File: src/rtl/af_pkg.sv
package af_pkg;
  localparam int CTL_W    = 6;
  localparam int CB_ALL   = 0;
  localparam int CB_PHYS  = 1;
  localparam int CB_MCAST = 2;
  localparam int CB_BCAST = 3;
  localparam int CB_RUNT  = 4;
  localparam int CB_ERR   = 5;
  localparam int CRC_W    = 32;
  localparam logic [CRC_W-1:0] CRC_POLY = 32'h04C11DB7;

  typedef struct packed {
    logic bcast;
    logic phys;
    logic mcast;
  } match_t;
endpackage

File: src/rtl/af_crc_step.sv
module af_crc_step #(
  parameter int DW = 8
) (
  input  logic [af_pkg::CRC_W-1:0] crc_i,
  input  logic [DW-1:0]            data_i,
  output logic [af_pkg::CRC_W-1:0] crc_o
);
  always_comb begin
    logic [af_pkg::CRC_W-1:0] c;
    logic fb;
    c = crc_i;
    for (int j = 0; j < DW; j++) begin
      fb = c[af_pkg::CRC_W-1] ^ data_i[j];
      c  = {c[af_pkg::CRC_W-2:0], 1'b0};
      if (fb) c = c ^ af_pkg::CRC_POLY;
    end
    crc_o = c;
  end
endmodule

File: src/rtl/af_hash_lookup.sv
module af_hash_lookup #(
  parameter int WORD_W = 32,
  parameter int IDX_W  = 6
) (
  input  logic [IDX_W-1:0]  idx,
  input  logic [WORD_W-1:0] w0,
  input  logic [WORD_W-1:0] w1,
  input  logic              swap,
  output logic              hit
);
  localparam int NB = WORD_W / 8;

  logic [WORD_W-1:0]   lo_sw, hi_sw;
  logic [2*WORD_W-1:0] table_v;

  for (genvar b = 0; b < NB; b++) begin : g_rev
    assign lo_sw[8*b +: 8] = w1[8*(NB-1-b) +: 8];
    assign hi_sw[8*b +: 8] = w0[8*(NB-1-b) +: 8];
  end

  assign table_v = swap ? {hi_sw, lo_sw} : {w1, w0};
  assign hit     = table_v[idx];
endmodule

File: src/rtl/af_addr_track.sv
module af_addr_track #(
  parameter int ADDR_BYTES = 6,
  parameter int IDX_W      = 6
) (
  input  logic                    clk,
  input  logic                    rst_n,
  input  logic                    da_valid,
  input  logic                    da_first,
  input  logic [7:0]              da_byte,
  input  logic                    eof,
  input  logic [8*ADDR_BYTES-1:0] station,
  output logic                    last_byte,
  output logic                    done_nx,
  output logic                    phys_nx,
  output logic                    bc_nx,
  output logic                    grp_nx,
  output logic [IDX_W-1:0]        hash_idx
);
  localparam int CW = $clog2(ADDR_BYTES + 1);
  localparam logic [CW-1:0] LAST_POS = CW'(ADDR_BYTES - 1);
  localparam logic [CW-1:0] FULL     = CW'(ADDR_BYTES);

  logic [CW-1:0]            cnt, pos, cnt_take;
  logic                     phys_r, bc_r, grp_r;
  logic [af_pkg::CRC_W-1:0] crc_r, crc_base, crc_step, crc_nx;
  logic [7:0]               sta_b [ADDR_BYTES];
  logic                     take;

  for (genvar k = 0; k < ADDR_BYTES; k++) begin : g_sta
    assign sta_b[k] = station[8*k +: 8];
  end

  assign take     = da_valid && (da_first || (cnt != '0 && cnt < FULL));
  assign pos      = da_first ? '0 : cnt;
  assign crc_base = da_first ? '1 : crc_r;

  af_crc_step #(.DW(8)) u_crc (
    .crc_i (crc_base),
    .data_i(da_byte),
    .crc_o (crc_step)
  );

  always_comb begin
    phys_nx  = phys_r;
    bc_nx    = bc_r;
    grp_nx   = grp_r;
    crc_nx   = crc_r;
    cnt_take = cnt;
    if (take) begin
      phys_nx  = (da_first || phys_r) && (da_byte == sta_b[pos]);
      bc_nx    = (da_first || bc_r) && (&da_byte);
      grp_nx   = da_first ? da_byte[0] : grp_r;
      crc_nx   = crc_step;
      cnt_take = pos + 1'b1;
    end
  end

  assign last_byte = take && (pos == LAST_POS);
  assign done_nx   = (cnt_take == FULL);
  assign hash_idx  = crc_nx[af_pkg::CRC_W-1 -: IDX_W];

  always_ff @(posedge clk) begin
    if (!rst_n) begin
      cnt    <= '0;
      phys_r <= 1'b0;
      bc_r   <= 1'b0;
      grp_r  <= 1'b0;
      crc_r  <= '1;
    end else begin
      cnt    <= eof ? '0 : cnt_take;
      phys_r <= phys_nx;
      bc_r   <= bc_nx;
      grp_r  <= grp_nx;
      crc_r  <= crc_nx;
    end
  end


  cnt_range_chk: assert property (@(posedge clk) disable iff (!rst_n)
    cnt <= FULL);

  stray_ignore_chk: assert property (@(posedge clk) disable iff (!rst_n)
    (da_valid && !da_first && cnt == '0) |=> (cnt == '0));
endmodule

File: src/rtl/rx_addr_filter.sv
module rx_addr_filter #(
  parameter int ADDR_BYTES = 6,
  parameter int HASH_W     = 6,
  parameter int LEN_W      = 16,
  parameter int MIN_LEN    = 64
) (
  input  logic             clk,
  input  logic             rst_n,
  input  logic [5:0]       ctrl,
  input  logic [31:0]      sta_lo,
  input  logic [15:0]      sta_hi,
  input  logic [31:0]      hash_w0,
  input  logic [31:0]      hash_w1,
  input  logic             hash_swap,
  input  logic             da_valid,
  output logic             da_ready,
  input  logic             da_first,
  input  logic [7:0]       da_byte,
  input  logic             eof,
  input  logic [LEN_W-1:0] frame_len,
  input  logic             frame_err,
  output logic             cls_valid,
  output logic             bcast_hit,
  output logic             phys_hit,
  output logic             mcast_hit,
  output logic             dec_valid,
  output logic             accept
);
  import af_pkg::*;

  localparam logic [LEN_W-1:0] RUNT_LIM = LEN_W'(MIN_LEN);

  logic              last_byte, done_nx, phys_nx, bc_nx, grp_nx, hash_hit;
  logic [HASH_W-1:0] hash_idx;
  match_t            cls_nx;
  logic              addr_pass, is_runt, acc_nx;

  assign da_ready = 1'b1;

  af_addr_track #(.ADDR_BYTES(ADDR_BYTES), .IDX_W(HASH_W)) u_track (
    .clk      (clk),
    .rst_n    (rst_n),
    .da_valid (da_valid),
    .da_first (da_first),
    .da_byte  (da_byte),
    .eof      (eof),
    .station  ({sta_hi, sta_lo}),
    .last_byte(last_byte),
    .done_nx  (done_nx),
    .phys_nx  (phys_nx),
    .bc_nx    (bc_nx),
    .grp_nx   (grp_nx),
    .hash_idx (hash_idx)
  );

  af_hash_lookup #(.WORD_W(32), .IDX_W(HASH_W)) u_hash (
    .idx (hash_idx),
    .w0  (hash_w0),
    .w1  (hash_w1),
    .swap(hash_swap),
    .hit (hash_hit)
  );

  always_comb begin
    cls_nx.bcast = bc_nx;
    cls_nx.phys  = phys_nx;
    cls_nx.mcast = grp_nx && !bc_nx && hash_hit;
    addr_pass = done_nx && ((ctrl[CB_BCAST] && cls_nx.bcast) ||
                            (ctrl[CB_PHYS]  && cls_nx.phys)  ||
                            (ctrl[CB_MCAST] && cls_nx.mcast));
    is_runt = frame_len < RUNT_LIM;
    acc_nx  = ctrl[CB_ALL] ||
              (addr_pass && (!is_runt || ctrl[CB_RUNT]) && (!frame_err || ctrl[CB_ERR]));
  end

  always_ff @(posedge clk) begin
    if (!rst_n) begin
      cls_valid <= 1'b0;
      bcast_hit <= 1'b0;
      phys_hit  <= 1'b0;
      mcast_hit <= 1'b0;
      dec_valid <= 1'b0;
      accept    <= 1'b0;
    end else begin
      cls_valid <= last_byte;
      if (last_byte) begin
        bcast_hit <= cls_nx.bcast;
        phys_hit  <= cls_nx.phys;
        mcast_hit <= cls_nx.mcast;
      end
      dec_valid <= eof;
      if (eof) accept <= acc_nx;
    end
  end


  ready_high_chk: assert property (@(posedge clk) disable iff (!rst_n) da_ready);

  class_excl_chk: assert property (@(posedge clk) disable iff (!rst_n)
    !(bcast_hit && mcast_hit));

  dec_pulse_chk: assert property (@(posedge clk) disable iff (!rst_n)
    dec_valid |-> $past(eof));

  all_accept_chk: assert property (@(posedge clk) disable iff (!rst_n)
    (eof && ctrl[CB_ALL]) |=> accept);

  runt_reject_chk: assert property (@(posedge clk) disable iff (!rst_n)
    (eof && !ctrl[CB_ALL] && !ctrl[CB_RUNT] && frame_len < RUNT_LIM) |=> !accept);

  err_reject_chk: assert property (@(posedge clk) disable iff (!rst_n)
    (eof && !ctrl[CB_ALL] && !ctrl[CB_ERR] && frame_err) |=> !accept);
endmodule

File: config.mk
export PLATFORM = sky130hd
export DESIGN_NAME = rx_addr_filter
export DESIGN_NICKNAME = d
export VERILOG_FILES = /design/src/rtl/af_pkg.sv /design/src/rtl/af_crc_step.sv /design/src/rtl/af_hash_lookup.sv /design/src/rtl/af_addr_track.sv /design/src/rtl/rx_addr_filter.sv
export SDC_FILE = /design/constraint.sdc
export NUM_CORES = 1
export LEC_CHECK = 0
export BUFFER_PORTS_ARGS = -buffer_cell sky130_fd_sc_hd__buf_4
export CORE_AREA = 5 5 123 90
export DETAILED_ROUTE_END_ITERATION = 6
export DIE_AREA = 0 0 128 95
export PLACE_DENSITY = 0.84
export SYNTH_ARGS = -nofsm -noshare
export SYNTH_HDL_FRONTEND = slang
export SYNTH_HIERARCHICAL = 1
export SYNTH_SLANG_ARGS = --single-unit
File: constraint.sdc
create_clock -name clk -period 4.3 [get_ports clk]
set_input_delay 0.43 -clock clk [delete_from_list [all_inputs] [get_ports clk]]
set_output_delay 0.43 -clock clk [all_outputs]
set_load 0.02 [all_outputs]
==> flow_summary.yaml <==
yosys:
  synth_top_family_by_area: "simple AND/OR/NAND/NOR gates"
  synth.distinct_cells: 62
  syn_area_um2: 4476
  synth_seq_area_share_pct: 19.68
  ys_ff_latch: 44
  synth_compound_area_share_pct: 8.778
  synth_fp_nets: 622
  synth_top_cell_by_area: "dfxtp_1"
  synth_edf_count: 0
  synth.mux.area_fraction_pct: 20.60
  synth.area.top_cells: "dfxtp_1 (20%), mux4_2 (8.6%), nand2_1 (6.7%)"
  synth_top_area_share_pct: 19.68
  syn_area_per_cell_um2: 9.502
  synthXorXnorAreaFrac_pct: 22.62
  synth_adder_area_share_pct: 0.5591
  synth_top_flop_cell: "dfxtp_1"
  synth_common_cells: "nand2_1 (80), dfxtp_1 (44), nand3_1 (36)"
  synth_most_common_cell: "nand2_1"
  synthCells: 471
  postSynth.asyncResetShare_pct: 0
  synthSimpleGateAreaFrac_pct: 22.90
  yosysWarningCount: 6
power_and_ir_drop:
  max-vdd-ir-drop_mv: 0.2262
  comb_power_share_pct: 49.0
  p_sw_share_pct: 30.81
  leakage_nw: 2.658
  clkPwrFrac_pct: 24.6
  p_per_area_nw_per_um2: 295.0
  p_seq_share_pct: 26.3
  p_switching_uw: 539.0
  internal_power_mw: 1.211
floorplan:
  core_area_um2: 9930
  pin_count: 156
  start_util_pct: 45.07
  fp.dieH_um: 95
  rows: 31
  dieArea_um2: 12160
  fp.dieW_um: 128
global_route:
  grt_pass1_vias: 4079
  grt-ovfl-total: 0
  grt_pass1_wl_mm: 19.64
  antenna_found_initial: 0
  track_usage_pct: 19.76
  grt_start_max_net_pins: 43
setup_path:
  worstReg2RegEnd: "accept"
  start_kind: "primary input"
  endpoint_kind: "register"
  crit_path_max_fanout: 17
  crit_start: "da_first"
  r2r_setup_slack_ns: 0.29
  worstReg2RegStart: "u_track/crc_r[28]"
  crit_arrival_ns: 4.20
  worstPathRequired_ns: 4.47
  rr_worst_depth: 17
  crit_path_end: "accept"
  crit_type: "primary input to register"
placement:
  dp_hpwl_mm: 9.924
  gp_congestion: 0.8765
  dpl_cell_area_um2: 5763
  port_buffers: 148
drt:
  drc_errors: 0
  vias: 4088
  viasPerCell: 5.458
  drt_pass1_iterations: 5
  wl_mm: 12.24
  drt_iter0_markers: 247
  wl_per_cell_um: 16.34
  drtAntennaViolNets: 0
clock_tree:
  cts.hold.buffers_added: 0
  numCtsBuffers: 5
  clock_path_buffers: 2
  cts_tree: "yes"
  clk_pin_slew_ns: 0.06
  cts_setup_buffers: 0
  post_cts_resized: 0
  clk_latency_ns: 0.28
  cts_max_level: 2
  cts_root_buf: "clkbuf_16"
  cts_sinks: 44
timing:
  final_max_slew_viol_count: 0
  rsz0062_at_grt: "false"
  period_share_pct: 93.65
  fin_setup_tns_ns: 0
  slew_headroom_pct: 60.40
  holdWs_ns: 0.3748
  fmax_mhz: 248.3
  finalSetupViolCount: 0
  post-route-min-period_ns: 4.027
  hold_violations: 0
  finClkSkew_ns: 0.005978
  worst_pin_slew_ns: 0.5928
run_status:
  status: "finished, final reports clean"
cells_and_area:
  ff_latch_area_um2: 880.8
  fin_util_pct: 59.73
  multi_input_area_um2: 3392
  layout.nets: 767
  nFillCells: 818
  final_layout_size_suffix_gt1_share_pct: 41.49
  design_area_um2: 5931
  insertedDiodeCount: 0
  area_growth_pct: 32.51
run:
  max_cap_violations: 0
worst_hold_path:
  hold_class: "primary input to register"
metrics by stage:
| stage | std cells | total power, mW | setup slack, ns |
|---|---|---|---|
| detailed placement | 741 | 1.319 | -0.01419 |
| CTS | 749 | 1.757 | 0.2683 |
| floorplan | 471 | 1.075 | -0.1679 |
| global placement | 741 | 1.294 | 0.07528 |
| global route | 749 | 1.848 | 0.07392 |
| finish | 749 | 1.750 | 0.2731 |
worst min path at each step:
| stage | startpoint | end | slack [ns] | cells after the start |
|---|---|---|---|---|
| 2_1_floorplan | u_track/crc_r[18] | u_track/crc_r[18] | 0.43 | 2 |
| 3_3_place_gp | u_track/crc_r[0] | u_track/crc_r[0] | 0.44 | 2 |
| 3_5_place_dp | u_track/crc_r[2] | u_track/crc_r[2] | 0.45 | 2 |
| 4_1_cts | eof | accept | 0.37 | 2 |
| 5_1_grt | eof | accept | 0.38 | 2 |
| 6_report | eof | accept | 0.37 | 2 |
power groups by stage:
stage	Clock (mW)	Sequential [mW]	Combinational, mW
CTS	0.438	0.461	0.858
floorplan	0	0.464	0.611
global placement	0	0.467	0.827
global route	0.462	0.464	0.922
detailed placement	0	0.469	0.850
finish	0.431	0.461	0.858
critical path, stage by stage:
cell      delay, ns
buf_4          0.17
or2_2          0.36
xnor2_4        0.14
xnor2_1        0.27
xor3_1         0.30
nand2_1        0.08
nand2_1        0.23
buf_4          0.31
mux4_1         0.35
mux4_2         0.46
nand2b_1       0.15
nand4_1        0.09
nand4_1        0.12
and3b_1        0.20
a222oi_1       0.27
nand4b_1       0.16
a31oi_1        0.08
logic make-up (layout without fill, tap and decap cells):
logic type / count (synthesis) / count (layout)
AO/OA/AOI/OAI: 56 / 56
XOR/XNOR: 65 / 65
adder cells (fa/ha/maj): 2 / 2
buffers and inverters: 43 / 189
flip-flops: 44 / 44
multiplexers: 56 / 56
other: 1 / 1
AND/OR/NAND/NOR: 204 / 204
final cells by class:
type                       count  share of cell area, %
timing repair buffer         172                  21.77
clock buffer                   5                  2.110
sequential                    44                  14.85
tap                          132                  2.785
clock inverter                 3                 0.7173
multi-input combinational    384                  57.19
inverter                       9                 0.5696
registers in the layout, summed over array words and instances (netlist names):
signal / count
u_track/phys_r: 1
u_track/crc_r: 32
phys_hit: 1
dec_valid: 1
accept: 1
u_track/cnt: 3
cls_valid: 1
u_track/bc_r: 1
mcast_hit: 1
u_track/grp_r: 1
bcast_hit: 1
metal layers:
metal | vias up | track usage [%] | wire length [µm]
met4 | 0 | 2.208 | 48
met3 | 6 | 4.296 | 1003
met5 | - | 0 | 0
li1 | 1976 | - | -
met1 | 1950 | 26.25 | 5320
met2 | 156 | 34.32 | 5869
cell usage in the layout (no fill, tap or decap), types with 3 or more instances in the layout:
| master | n |
|---|---|
| xor3_1 | 8 |
| xnor2_1 | 27 |
| mux4_1 | 7 |
| o21ai_0 | 10 |
| mux4_2 | 19 |
| nor3_1 | 3 |
| xor2_1 | 8 |
| buf_4 | 172 |
| mux2i_1 | 28 |
| a222oi_1 | 4 |
| inv_1 | 9 |
| or2_2 | 31 |
| o22a_1 | 3 |
| a22oi_1 | 6 |
| a31oi_1 | 3 |
| o22ai_1 | 12 |
| nand3_1 | 36 |
| nand4b_1 | 3 |
| dfxtp_1 | 44 |
| xnor3_1 | 7 |
| clkbuf_16 | 5 |
| nand2_1 | 79 |
| xnor2_4 | 9 |
| nand4_1 | 5 |
| a21oi_1 | 6 |
| and2_1 | 5 |
| nor2_1 | 12 |
| nor2b_1 | 5 |
| nand2b_1 | 5 |
Note: power is estimated with default switching activity, not from simulation.
